**config.mk**
```make
export PLATFORM = sky130hd
export DESIGN_NAME = sd_rsp_rx
export DESIGN_NICKNAME = d
export VERILOG_FILES = /design/src/rtl/sd_rsp_rx_pkg.sv /design/src/rtl/sd_rsp_rx_ctrl.sv /design/src/rtl/sd_rsp_rx_dp.sv /design/src/rtl/sd_rsp_rx.sv
export SDC_FILE = /design/constraint.sdc
export NUM_CORES = 1
export LEC_CHECK = 0
export BUFFER_PORTS_ARGS = -buffer_cell sky130_fd_sc_hd__clkbuf_2
export CORE_MARGIN = 5
export CORE_UTILIZATION = 40
export DETAILED_ROUTE_END_ITERATION = 10
export PLACE_DENSITY_LB_ADDON = 0.12
export REMOVE_ABC_BUFFERS = 1
export SYNTH_ARGS = -nofsm -noshare
export SYNTH_HDL_FRONTEND = slang
export SYNTH_HIERARCHICAL = 1
export SYNTH_SLANG_ARGS = --single-unit
```
**constraint.sdc**
```tcl
create_clock -name clk -period 4.2 [get_ports clk]
set_clock_uncertainty 0.1 [all_clocks]
set_input_delay 0.84 -clock clk [delete_from_list [all_inputs] [get_ports clk]]
set_output_delay 0.84 -clock clk [all_outputs]
set_load 0.03 [all_outputs]
```
**src/rtl/sd_rsp_rx_pkg.sv**
```systemverilog
package sd_rsp_rx_pkg;
  localparam int CRC_W = 7;
  localparam logic [CRC_W-1:0] CRC_POLY = 7'h09;

  typedef enum logic [2:0] {
    ST_IDLE, ST_WAIT, ST_DATA, ST_CRC, ST_STOP
  } rxState_t;

  typedef struct packed {
    logic clearErr;
    logic crcInit;
    logic crcShift;
    logic dataShift;
    logic push;
    logic finish;
  } rxStrobes_t;
endpackage

```
**src/rtl/sd_rsp_rx_ctrl.sv**
```systemverilog
module sd_rsp_rx_ctrl
  import sd_rsp_rx_pkg::*;
#(
  parameter int CNT_W = 8
) (
  input  logic             clk,
  input  logic             rstN,
  input  logic             enStrobe,
  input  logic [CNT_W-1:0] rxBytes,
  input  logic             cmdLine,
  input  logic             sdSampleEn,
  output rxStrobes_t       strobes,
  output logic             busy,
  output logic             done
);
  localparam int CRC_CW = $clog2(CRC_W);

  rxState_t          state;
  logic [2:0]        bitCnt;
  logic [CNT_W-1:0]  byteLeft;
  logic [CRC_CW-1:0] crcCnt;
  logic              startSeen;

  assign startSeen = (state == ST_WAIT) && sdSampleEn && !cmdLine;

  always_comb begin
    strobes.clearErr  = (state == ST_IDLE) && enStrobe;
    strobes.crcInit   = startSeen;
    strobes.dataShift = (state == ST_DATA) && sdSampleEn;
    strobes.crcShift  = sdSampleEn && (state == ST_DATA || state == ST_CRC);
    strobes.push      = strobes.dataShift && (bitCnt == 3'd7);
    strobes.finish    = (state == ST_STOP) && sdSampleEn;
  end

  assign busy = (state == ST_DATA) || (state == ST_CRC) || (state == ST_STOP);

  always_ff @(posedge clk) begin
    if (!rstN) begin
      state    <= ST_IDLE;
      bitCnt   <= '0;
      byteLeft <= '0;
      crcCnt   <= '0;
      done     <= 1'b0;
    end else begin
      done <= strobes.finish;
      unique case (state)
        ST_IDLE: if (enStrobe) state <= ST_WAIT;
        ST_WAIT: if (startSeen) begin
          byteLeft <= rxBytes;
          bitCnt   <= '0;
          crcCnt   <= '0;
          state    <= (rxBytes == '0) ? ST_CRC : ST_DATA;
        end
        ST_DATA: if (sdSampleEn) begin
          bitCnt <= bitCnt + 3'd1;
          if (bitCnt == 3'd7) begin
            byteLeft <= byteLeft - 1'b1;
            if (byteLeft == CNT_W'(1)) state <= ST_CRC;
          end
        end
        ST_CRC: if (sdSampleEn) begin
          crcCnt <= crcCnt + 1'b1;
          if (crcCnt == CRC_CW'(CRC_W - 1)) state <= ST_STOP;
        end
        ST_STOP: if (sdSampleEn) state <= ST_IDLE;
        default: state <= ST_IDLE;
      endcase
    end
  end
endmodule

```
**src/rtl/sd_rsp_rx_dp.sv**
```systemverilog
module sd_rsp_rx_dp
  import sd_rsp_rx_pkg::*;
#(
  parameter int DATA_W     = 8,
  parameter int FIFO_DEPTH = 16
) (
  input  logic              clk,
  input  logic              rstN,
  input  rxStrobes_t        strobes,
  input  logic              cmdLine,
  input  logic              popStrobe,
  output logic              fifoFull,
  output logic              fifoEmpty,
  output logic              crcErr,
  output logic [DATA_W-1:0] rdData
);
  localparam int AW = $clog2(FIFO_DEPTH);

  logic [DATA_W-2:0] shReg;
  logic [CRC_W-1:0]  crcReg;
  logic [DATA_W-1:0] mem [FIFO_DEPTH];
  logic [AW-1:0]     wrPtr, rdPtr;
  logic [AW:0]       count;
  logic              doPush, doPop, fb;

  assign fb        = cmdLine ^ crcReg[CRC_W-1];
  assign fifoFull  = (count == (AW+1)'(FIFO_DEPTH));
  assign fifoEmpty = (count == '0);
  assign doPush    = strobes.push && !fifoFull;
  assign doPop     = popStrobe && !fifoEmpty;
  assign rdData    = fifoEmpty ? '0 : mem[rdPtr];

  always_ff @(posedge clk) begin
    if (!rstN) begin
      shReg  <= '0;
      crcReg <= '0;
      crcErr <= 1'b0;
    end else begin
      if (strobes.dataShift) shReg <= {shReg[DATA_W-3:0], cmdLine};
      if (strobes.crcInit) crcReg <= '0;
      else if (strobes.crcShift)
        crcReg <= {crcReg[CRC_W-2:0], 1'b0} ^ (fb ? CRC_POLY : '0);
      if (strobes.clearErr) crcErr <= 1'b0;
      else if (strobes.finish) crcErr <= (crcReg != '0) || !cmdLine;
    end
  end

  always_ff @(posedge clk) begin
    if (!rstN) begin
      wrPtr <= '0;
      rdPtr <= '0;
      count <= '0;
    end else begin
      if (doPush) begin
        mem[wrPtr] <= {shReg, cmdLine};
        wrPtr      <= wrPtr + 1'b1;
      end
      if (doPop) rdPtr <= rdPtr + 1'b1;
      count <= count + (AW+1)'(doPush) - (AW+1)'(doPop);
    end
  end
endmodule

```
**src/rtl/sd_rsp_rx.sv**
```systemverilog
module sd_rsp_rx
  import sd_rsp_rx_pkg::*;
#(
  parameter int CNT_W      = 8,
  parameter int DATA_W     = 8,
  parameter int FIFO_DEPTH = 16
) (
  input  logic              clk,
  input  logic              rstN,
  input  logic              enStrobe,
  input  logic [CNT_W-1:0]  rxBytes,
  input  logic              cmdLine,
  input  logic              sdSampleEn,
  input  logic              popStrobe,
  output logic              busy,
  output logic              fifoFull,
  output logic              fifoEmpty,
  output logic              crcErr,
  output logic              done,
  output logic [DATA_W-1:0] rdData
);
  rxStrobes_t strobes;

  sd_rsp_rx_ctrl #(.CNT_W(CNT_W)) u_ctrl (
    .clk(clk), .rstN(rstN), .enStrobe(enStrobe), .rxBytes(rxBytes),
    .cmdLine(cmdLine), .sdSampleEn(sdSampleEn), .strobes(strobes),
    .busy(busy), .done(done)
  );

  sd_rsp_rx_dp #(.DATA_W(DATA_W), .FIFO_DEPTH(FIFO_DEPTH)) u_dp (
    .clk(clk), .rstN(rstN), .strobes(strobes), .cmdLine(cmdLine),
    .popStrobe(popStrobe), .fifoFull(fifoFull), .fifoEmpty(fifoEmpty),
    .crcErr(crcErr), .rdData(rdData)
  );
endmodule

```
After elaboration in Yosys (flattened, before gate mapping)
Memories as Yosys holds them, arrays and structs flattened. A register that Yosys moved wholly into a read port is not among the register bits.
Cells that the tools add are included.

word-level totals
  input port bits = 14
  memories kept = 1
  output and inout port bits = 13
  memory bits (writable) = 128
  word-level logic and storage cells = 91
  flip-flop bits (word level) = 46

cells by class
  bitwise operators = 3
  multiplexer cells = 26
  reductions and logical operators = 27
  equality and inequality tests = 16
  add/subtract/negate cells = 7

memories
  memory    depth  bits a word  rd ports  clocked after memory_dff  wr ports  RTL line            text
  u_dp.mem  16     8            1         1                         1         sd_rsp_rx_dp.sv:21  logic [DATA_W-1:0] mem [FIFO_DEPTH];

operators by type and width
  cell                                                                 number
  3-bit two-way mux                                                    11
  8-bit two-way mux                                                    4
  8-bit one-hot mux with 2 select lines                                1
  3-bit one-hot mux with 5 select lines                                1
  4-bit two-way mux                                                    3
  2-bit inequality test (second input constant)                        6
  3-bit one-hot mux with 2 select lines                                2
  3-bit == test (second input constant)                                3
  1-bit logical AND                                                    9
  4-bit by 1-bit adder with 4-bit output (second input constant)       2
  8-bit by 1-bit == test with 1-bit output (second input constant)     1
  8-bit zero test                                                      1
  8-bit AND reduction                                                  1
  8-bit by 1-bit subtractor with 8-bit output (second input constant)  1
  7-bit nonzero test                                                   1
  7-bit XOR                                                            1
  3-bit by 1-bit adder with 3-bit output (second input constant)       2
  3-bit by 2-bit == test with 1-bit output (second input constant)     2
  3-bit AND reduction                                                  2
  5-bit by 1-bit adder with 5-bit output                               1
  5-bit == test (second input constant)                                1
  5-bit zero test                                                      1
  5-bit by 1-bit subtractor with 5-bit output                          1
  1-bit two-way mux                                                    4
  other kinds (10)                                                     17

Longest topological paths before layout
Gate-level depths: netlist of the first run.

  depth in word-level cells = 7
  gate-level depth with buffers = 14
  gate-level depth less buffers = 13

Modules after synthesis
The synthesis of the first run kept the hierarchy.

by module, submodules not included
  module          cells an instance  sequential area each (sq um)  area each (sq um)  instances
  sd_rsp_rx_dp    367                4484.3                        6439.9             1
  sd_rsp_rx_ctrl  144                360.3                         1152.4             1

Worst setup path before layout of the first run
Ideal clock, no wire load.

  path kind = input -> register
  from = input sdSampleEn
  to = register u_dp.count[4]
  required time = 3.984 ns
  cell stages on the path = 12
  arrival time = 3.024 ns
  setup slack = 0.960 ns
  path buffers = 1
  setup time = 0.116 ns
  path through = and3b_1 > clkbuf_1 > and2_1 > nand2_1 > ha_1 > inv_1 > ha_1 > fa_1 > a21oi_1 > nor2_1 > or3_1 > and3_1

RTL lines
  item                  RTL line            text
  from (decl)           sd_rsp_rx.sv:13     input logic sdSampleEn,
  to (signal assigned)  sd_rsp_rx_dp.sv:59  count <= count + (AW+1)'(doPush) - (AW+1)'(doPop);
  to (decl)             sd_rsp_rx_dp.sv:23  logic [AW:0] count;

==> impl_metrics.toml, run 1 <==
[placement]
dp.cells = 760
hpwl_mm = 9.71
port_buffers = 26
finalWeightedCongestion = 0.795

[critical_path]
timing.rr.start = "u_dp/count[2]"
r2r-end = "u_dp/count[4]"
critPathMaxFanout = 32
crit_required_ns = 3.26
critPathSlowestCell = "mux4_2"
crit_buf_inv = 2
crit_cells = 6
endpoint_kind = "output port"
rrSetupSlack_ns = 0.75
cp_cell_sequence = "buf_4 > mux4_2 > mux2_2 > o21ai_0 > a21oi_1 > clkbuf_2"
r2r.worst_path.cells = 13
crit_path_start_kind = "flip-flop"
cpPeakStageDelay_ns = 0.59
path_class = "flip-flop to output port"
critPathArrivalTime_ns = 2.72
critPathTopFamily = "multiplexers"

[timing]
setup_viol = 0
min_period_ns = 3.66
fmax_mhz = 274
slew_headroom = 0.366
rsz0062_at_grt = "false"
period_share = 0.870
fin_tns_setup_ns = 0
finalMaxSlewViolations = 0
worst_pin_slew_ns = 0.947
hold_viol = 0

[synthesis]
synth_edf_count = 128
synth-seq-cells = 178
synth_top_area_share = 0.506
async_flop_share = 0
synthFlopType = "edfxtp_1"
synth_cell_types = 54
netlist_top_cells_area = "edfxtp_1 (51%), dfxtp_1 (13%), mux4_2 (7.1%), mux2i_1 (2.9%), ha_1 (2.8%)"
syn_area_per_cell_um2 = 14.9
synth_top_area_cell = "edfxtp_1"
yosys_warnings = 6
syn_area_um2 = 7590
ys_seq_area_frac = 0.638
syn-instance-count = 511

[cells_and_area]
instances_no_fill = 792
fin_nets = 577
layout-area-overhead-vs-synth_pct = 12.0
drive_gt1_frac = 0.201
antenna_cells = 0

[clocking]
holdBufCountCts = 0
cts_buffer_depth = 2
cts_root_buf = "clkbuf_16"
clkTransAtPathRegs_ns = 0.07
htree_levels = 4
cts_setup_buffers = 0
numCtsBuffers = 17
cts_tree = "built"
clk_latency_ns = 0.42
cts_resized = 0
clock-sinks = 178

[routing]
num_vias = 4189
drt_iter0_drc = 252
wire_per_inst_um = 18.7
dr.pass1.iters = 4
via_per_inst = 5.29
ant_nets = 0
drt-total-wl_mm = 14.8
drcViolationCount = 0

[power]
power.total_uw = 4350
p_leak_uw = 0.00276
peakVddDrop_v = 0.000294
p_per_area_nw_per_um2 = 511

[global_routing]
grt_pass1_vias = 4372
grt.total_usage = 0.144
grt_pass1_wl_mm = 24.2
overflow = 0
grt_max_degree = 33
antenna_found_initial = 0

[floorplan]
fp.dieW_um = 148
num_io_pins = 27
rows = 50
die_h_um = 148
die_area_um2 = 21800
core_region_area_um2 = 18700
start_util = 0.406

[status]
status = "completed"

[min_path]
min_path_cells = 2
min_path_type = "flip-flop to flip-flop"
holdCritStartpoint = "u_ctrl/bitCnt[2]"
min_to = "u_ctrl/bitCnt[2]"

[flow_run]
max-cap-violations = 0
state kept, by name (all words and copies together), names as in the netlist, named ones only:
name and cells:
u_ctrl/bitCnt 3, u_ctrl/byteLeft 8, u_ctrl/crcCnt 3, u_ctrl/done 1, u_ctrl/state 3, u_dp/count 5
u_dp/crcErr 1, u_dp/crcReg 7, u_dp/mem 128, u_dp/rdPtr 4, u_dp/shReg 7, u_dp/wrPtr 4
synthesized netlist by cell type, drive strengths merged (6+ instances only):
cell type	n
a21oi	19
and2	15
and3	8
buf	18
clkbuf	11
dfxtp	50
edfxtp	128
ha	17
inv	15
mux2	8
mux2i	22
mux4	32
nand2	25
nand2b	6
nand3	11
nor2	35
nor2b	8
nor3	10
o21ai	19
xnor2	10
layout by cell type (no fill, tap or decap), types with 3 or more instances in the layout:
master	Yosys	layout
nand2_1	25	25
edfxtp_1	128	128
ha_1	17	17
mux4_1	8	8
o21ai_0	14	14
mux4_2	24	24
clkinv_4	0	3
xnor2_1	10	10
a22oi_1	3	3
o21ai_1	5	5
dfxtp_1	50	50
mux2i_1	22	22
nor3_1	10	10
clkbuf_2	0	26
nor2_1	35	35
and2_1	15	15
a211oi_1	3	3
nand2b_1	6	6
xor2_1	3	3
mux2_2	8	8
and3_1	8	8
inv_1	15	15
clkbuf_16	0	17
nor2b_1	8	8
clkinv_1	0	3
nor4_1	3	3
clkinv_2	0	5
a21oi_1	18	18
nand3_1	11	11
buf_4	2	18
worst min-delay path, delay by kind of cell, from the launching register on:
family,cells,cell delay [ns]
flops,1,0.31
simple gates,1,0.06
compound gates,1,0.05
layer usage:
layer	GRT usage	wire length (µm)
met1	0.189	6810
met2	0.240	7210
met3	0.0310	578
met4	0.0508	212
met5	0	0
cell type report:
cell class | instances | area [µm²]
clock buffer | 17 | 425
clock inverter | 15 | 118
fill | 1676 | 10200
inverter | 15 | 56.3
multi-input combinational | 289 | 2500
sequential | 178 | 4840
tap | 234 | 293
timing repair buffer | 44 | 265
through the flow:
step	cell area (µm²)	hold WS [ns]	util	setup WS, ns
2_1_floorplan	7400	0.336	-	0.789
3_3_place_gp	7960	0.344	0.425	0.813
3_5_place_dp	7960	0.357	0.425	0.747
4_1_cts	8500	0.368	0.454	0.532
5_1_grt	8500	0.387	0.454	0.416
6_report	8500	0.368	0.454	0.545
cell families after synthesis:
| kind of cell | synth area share |
|---|---|
| AO/OA/AOI/OAI | 0.0514 |
| XOR/XNOR | 0.0150 |
| adder cells (fa/ha/maj) | 0.0307 |
| buffers and inverters | 0.0328 |
| flip-flops | 0.638 |
| multiplexers | 0.140 |
| AND/OR/NAND/NOR | 0.0923 |
report_power, final:
group          switching (µW)  internal [µW]
sequential               58.8           1920
clock                     646            810
combinational             547            368
total                    1250           3100
worst max path at each step:
stage | slack (ns) | from | end
global route | 0.42 | flip-flop | rdData[5]
finish | 0.54 | flip-flop | rdData[1]
detailed placement | 0.75 | sdSampleEn | u_dp/count[4]
floorplan | 0.79 | sdSampleEn | u_dp/count[4]
global placement | 0.81 | sdSampleEn | u_dp/count[4]
CTS | 0.53 | flip-flop | rdData[1]
Note: power is estimated with default switching activity, not from simulation.
==> run 2, diff against run 1 <==
--- a/config.mk
+++ b/config.mk
@@ -5,9 +5,9 @@
 export SDC_FILE = /design/constraint.sdc
 export NUM_CORES = 1
 export LEC_CHECK = 0
-export BUFFER_PORTS_ARGS = -buffer_cell sky130_fd_sc_hd__clkbuf_2
+export BUFFER_PORTS_ARGS = -buffer_cell sky130_fd_sc_hd__buf_2
 export CORE_MARGIN = 5
-export CORE_UTILIZATION = 40
+export CORE_UTILIZATION = 52
 export DETAILED_ROUTE_END_ITERATION = 10
 export PLACE_DENSITY_LB_ADDON = 0.12
 export REMOVE_ABC_BUFFERS = 1
==> run 2 against run 1 <==
Compared with the run above:
- cell area fell by 0.68%
- first-iteration DRC count is 3.2% higher
- non-clock buffer count fell by 8
- largest cell class unchanged
- critical path type unchanged
- sequential cell count did not move
- global-route usage up 3.4 points
- wire length down 5.2%
- via count decreased by 0.74%
- final cell count fell by 7.3%
- clock-buffer cell count did not move
- clock power rose by 10%
- combinational power shrank 0.8%
- critical endpoint is now rdData[4]
- register-to-register slack better by 0.06 ns
==> impl_metrics.toml, run 2 (synthesis gave the netlist of run 1 again) <==
[timing]
slew_headroom = 0.388
fmax_mhz = 279
worst_pin_slew_ns = 0.914
period_share = 0.853
finalMaxSlewViolations = 0
hold_viol = 0
min_period_ns = 3.58
setup_viol = 0
rsz0062_at_grt = "false"
fin_tns_setup_ns = 0

[power]
p_leak_uw = 0.00274
peakVddDrop_v = 0.000272
p_per_area_nw_per_um2 = 532

[clocking]
holdBufCountCts = 0
clkTransAtPathRegs_ns = 0.06
cts_root_buf = "clkbuf_16"
cts_buffer_depth = 2
clk_latency_ns = 0.43
htree_levels = 4
cts_tree = "built"
cts_setup_buffers = 0
clock-sinks = 178
cts_resized = 0
numCtsBuffers = 17

[global_routing]
grt_pass1_vias = 4260
grt_pass1_wl_mm = 22.7
antenna_found_initial = 0
grt.total_usage = 0.178
grt_max_degree = 33
overflow = 0

[routing]
drt-total-wl_mm = 14.0
dr.pass1.iters = 4
ant_nets = 0
num_vias = 4158
wire_per_inst_um = 19.1
via_per_inst = 5.66
drt_iter0_drc = 260
drcViolationCount = 0

[cells_and_area]
largest_reg_flops = 128
regMostFlops = "u_dp/mem"
drive_gt1_frac = 0.191
final_common_cell = "edfxtp_1"
final_area_um2 = 8440
final_cell_mix = "edfxtp_1 (128), dfxtp_1 (50), nor2_1 (35)"
antenna_cells = 0
fin_nets = 569
reg_top3 = "u_dp/mem: 128 flops, u_ctrl/byteLeft: 8 flops"
layout-area-overhead-vs-synth_pct = 11.2

[floorplan]
core_region_area_um2 = 14400
die_area_um2 = 17100
num_io_pins = 27
die_h_um = 131
rows = 44
fp.dieW_um = 131
start_util = 0.526

[flow_run]
max-cap-violations = 0

[status]
status = "completed"

[critical_path]
crit_required_ns = 3.26
crit_path_start_kind = "flip-flop"
endpoint_kind = "output port"
critPathArrivalTime_ns = 2.64
path_class = "flip-flop to output port"
critPathMaxFanout = 32

[placement]
hpwl_mm = 9.20
port_buffers = 26
finalWeightedCongestion = 0.837
placed_area_um2 = 7840

[min_path]
min_path_type = "flip-flop to flip-flop"
run 2: metal layers:
metal / vias to the layer above / share of wire / GRT usage
met2: 84 / 0.52 / 0.303
met1: 2075 / 0.42 / 0.228
met4: 0 / 0.011 / 0.0599
li1: 1983 / - / -
met5: - / 0 / 0
met3: 16 / 0.042 / 0.0402
run 2: worst paths after layout:
| kind | startpoint | endpoint | slack, ns | cells past startpoint |
|---|---|---|---|---|
| hold / removal | u_ctrl/bitCnt[2] | u_ctrl/bitCnt[2] | 0.37 | 2 |
| setup / recovery | flip-flop | rdData[4] | 0.62 | 6 |
| hold reg to reg | u_ctrl/bitCnt[2] | u_ctrl/bitCnt[2] | 0.37 | 2 |
| setup reg to reg | u_dp/count[3] | u_dp/count[4] | 0.81 | 13 |
run 2: worst max-delay path, cell delays in order (launching register included):
cell	delay (ns)
dfxtp_1	0.31
buf_4	0.44
mux4_1	0.64
mux2_2	0.30
o21ai_1	0.23
a21oi_1	0.07
buf_2	0.21
run 2: metrics by stage:
stage                     utilization  power [µW]  hold WS [ns]  cells  worst slack [ns]
after detailed placement        0.543        2930         0.368    702             0.734
after global placement          0.543        2910         0.345    702             0.816
after CTS                       0.585        4540         0.377    734             0.561
after global routing            0.585        4710         0.383    734             0.475
final                           0.585        4490         0.369    734             0.616
after floorplan                     -        2670         0.336    482             0.789
run 2: final cells by class:
type                    count  area, µm²
flip-flops and latches    178       4840
multi-input cells         289       2500
well taps                 184        230
fillers                  1160       5980
repair buffers             36        205
clock buffers              17        425
inverters                  15       56.3
clock inverters            15        183
run 2: report_power, final:
group,switching [µW],internal (µW)
clock network,670,942
registers,57.8,1920
logic,537,370
total,1260,3230
==> run 3, diff against run 2 <==
--- a/config.mk
+++ b/config.mk
@@ -10,7 +10,6 @@
 export CORE_UTILIZATION = 52
 export DETAILED_ROUTE_END_ITERATION = 10
 export PLACE_DENSITY_LB_ADDON = 0.12
-export REMOVE_ABC_BUFFERS = 1
 export SYNTH_ARGS = -nofsm -noshare
 export SYNTH_HDL_FRONTEND = slang
 export SYNTH_HIERARCHICAL = 1
==> constraint.sdc (replaced) <==
create_clock -name clk -period 4.2 [get_ports clk]
set_clock_uncertainty 0.1 [all_clocks]
set_input_delay 0 -clock clk [delete_from_list [all_inputs] [get_ports clk]]
set_output_delay 0 -clock clk [all_outputs]
set_load 0.03 [all_outputs]
==> run 3 against run 2 <==
Compared with the run above:
- register-to-register slack barely moved
- clock power up 5%
- core utilization grew 1.1 points
- maximum frequency rose by 6.0%
- final cell count grew 1.8%
- wire length is 0.75% higher
- sequential power up 3%
- non-clock buffer count rose by 13
- via count rose by 0.70%
- critical path type is now flip-flop to flip-flop
- worst setup slack improved by 0.20 ns
- combinational power down 5.6%
==> impl_metrics.toml, run 3 (synthesis gave the netlist of run 1 again) <==
[status]
status = "completed"

[timing]
worst_pin_slew_ns = 1.06
fin_tns_setup_ns = 0
fmax_mhz = 296
rsz0062_at_grt = "false"
period_share = 0.805
finalMaxSlewViolations = 0
slew_headroom = 0.291
min_period_ns = 3.38
setup_viol = 0
hold_viol = 0

[min_path]
min_to = "u_ctrl/bitCnt[1]"
holdCritStartpoint = "u_ctrl/bitCnt[1]"
min_path_cells = 2
min_path_type = "flip-flop to flip-flop"

[floorplan]
start_util = 0.526
fp.dieW_um = 131
num_io_pins = 27
rows = 44
die_area_um2 = 17100
die_h_um = 131
core_region_area_um2 = 14400

[cells_and_area]
drive_gt1_frac = 0.183
final_cell_mix = "edfxtp_1 (128), dfxtp_1 (50), nor2_1 (35)"
largest_reg_flops = 128
antenna_cells = 0
regMostFlops = "u_dp/mem"
fin_nets = 582
layout-area-overhead-vs-synth_pct = 13.3
final_common_cell = "edfxtp_1"
reg_top3 = "u_dp/mem: 128 flops, u_ctrl/byteLeft: 8 flops"
instances_no_fill = 747
final_area_um2 = 8610

[critical_path]
crit_path_start_kind = "flip-flop"
timing.rr.start = "u_dp/count[2]"
rrSetupSlack_ns = 0.82
crit_required_ns = 4.42
r2r.worst_path.cells = 13
path_class = "flip-flop to flip-flop"
critPathMaxFanout = 12
endpoint_kind = "flip-flop"
critPathArrivalTime_ns = 3.60
r2r-end = "u_dp/count[4]"

[clocking]
cts_buffer_depth = 2
numCtsBuffers = 17
clk_latency_ns = 0.42
clock-sinks = 178
cts_tree = "built"
cts_setup_buffers = 0
cts_root_buf = "clkbuf_16"
htree_levels = 4
clkTransAtPathRegs_ns = 0.06

[placement]
finalWeightedCongestion = 0.818
port_buffers = 26
placed_area_um2 = 7820
hpwl_mm = 9.09
dp.cells = 700

[routing]
dr.pass1.iters = 5
drt-total-wl_mm = 14.2
drcViolationCount = 0
num_vias = 4187
wire_per_inst_um = 18.9
via_per_inst = 5.61
drt_iter0_drc = 324
ant_nets = 0

[power]
cellInternalPower_uw = 3350
combinationalPowerShare = 0.187
p_per_area_nw_per_um2 = 531
p_leak_uw = 0.00281
p_sw_frac = 0.268
clkPwrFrac = 0.370
power.total_uw = 4570
peakVddDrop_v = 0.000369
switching_power_uw = 1220
power_frac_seq = 0.443

[global_routing]
grt_max_degree = 33
grt_pass1_vias = 4040
grt.total_usage = 0.178
grt_pass1_wl_mm = 22.3
overflow = 0
antenna_found_initial = 0

[flow_run]
max-cap-violations = 0

[synthesis]
synth_nets = 543
## run 3: cell type report
cell class                      count  area, µm²
Timing Repair Buffer               49        338
Clock inverter                     14        209
Inverter                           15       56.3
Fill cell                        1138       5820
Tap cell                          184        230
Multi-Input combinational cell    289       2500
Sequential cell                   178       4840
Clock buffer                       18        429
## run 3: how the worst max path moves through the flow
stage                               end            start  slack, ns  depth (start not counted)
after floorplan           u_dp/count[4]  u_ctrl/state[2]       1.15                         14
final                     u_dp/count[4]    u_dp/count[2]       0.82                         13
after CTS                 u_dp/count[4]    u_dp/count[2]       0.81                         13
after detailed placement  u_dp/count[4]    u_dp/count[2]       0.83                         13
after global placement    u_dp/count[4]    u_dp/count[3]       0.91                         13
after global routing      u_dp/count[4]    u_dp/count[2]       0.61                         13
## run 3: repair_timing
item / CTS / global route
endpoints found under the hold margin: 51 / 0
resized for setup: 0 / 0
hold buffers: 14 / 0
## run 3: layer usage
layer	wire, µm	vias to the layer above	track usage
met2	6670	112	0.276
li1	-	2001	-
met3	754	13	0.0459
met4	140	0	0.0490
met1	6590	2061	0.251
met5	0	-	0
## run 3: stage by stage
step	setup slack (ns)	hold slack (ns)	util
after floorplan	1.15	-0.00113	-
after global placement	0.906	0.243	0.542
after detailed placement	0.830	0.284	0.542
after CTS	0.808	0.367	0.596
after global routing	0.614	0.401	0.597
final	0.819	0.366	0.597
## run 3: worst max-delay path: stages (launching register included)
cell and delay [ns]:
dfxtp_1 0.31, inv_1 0.08, ha_1 0.17, or4b_1 0.68, nand2_1 0.23, inv_1 0.07, ha_1 0.27, inv_1 0.04
ha_1 0.20, fa_1 0.40, a21oi_1 0.16, nor2_1 0.06, or3_1 0.33, and3_1 0.17
## run 3: power groups by stage
stage / combinational (µW) / clock (µW) / sequential [µW]
floorplan: 756 / 0 / 1990
global placement: 834 / 0 / 2070
detailed placement: 849 / 0 / 2070
CTS: 862 / 1720 / 2030
global route: 938 / 1800 / 2050
finish: 856 / 1690 / 2030
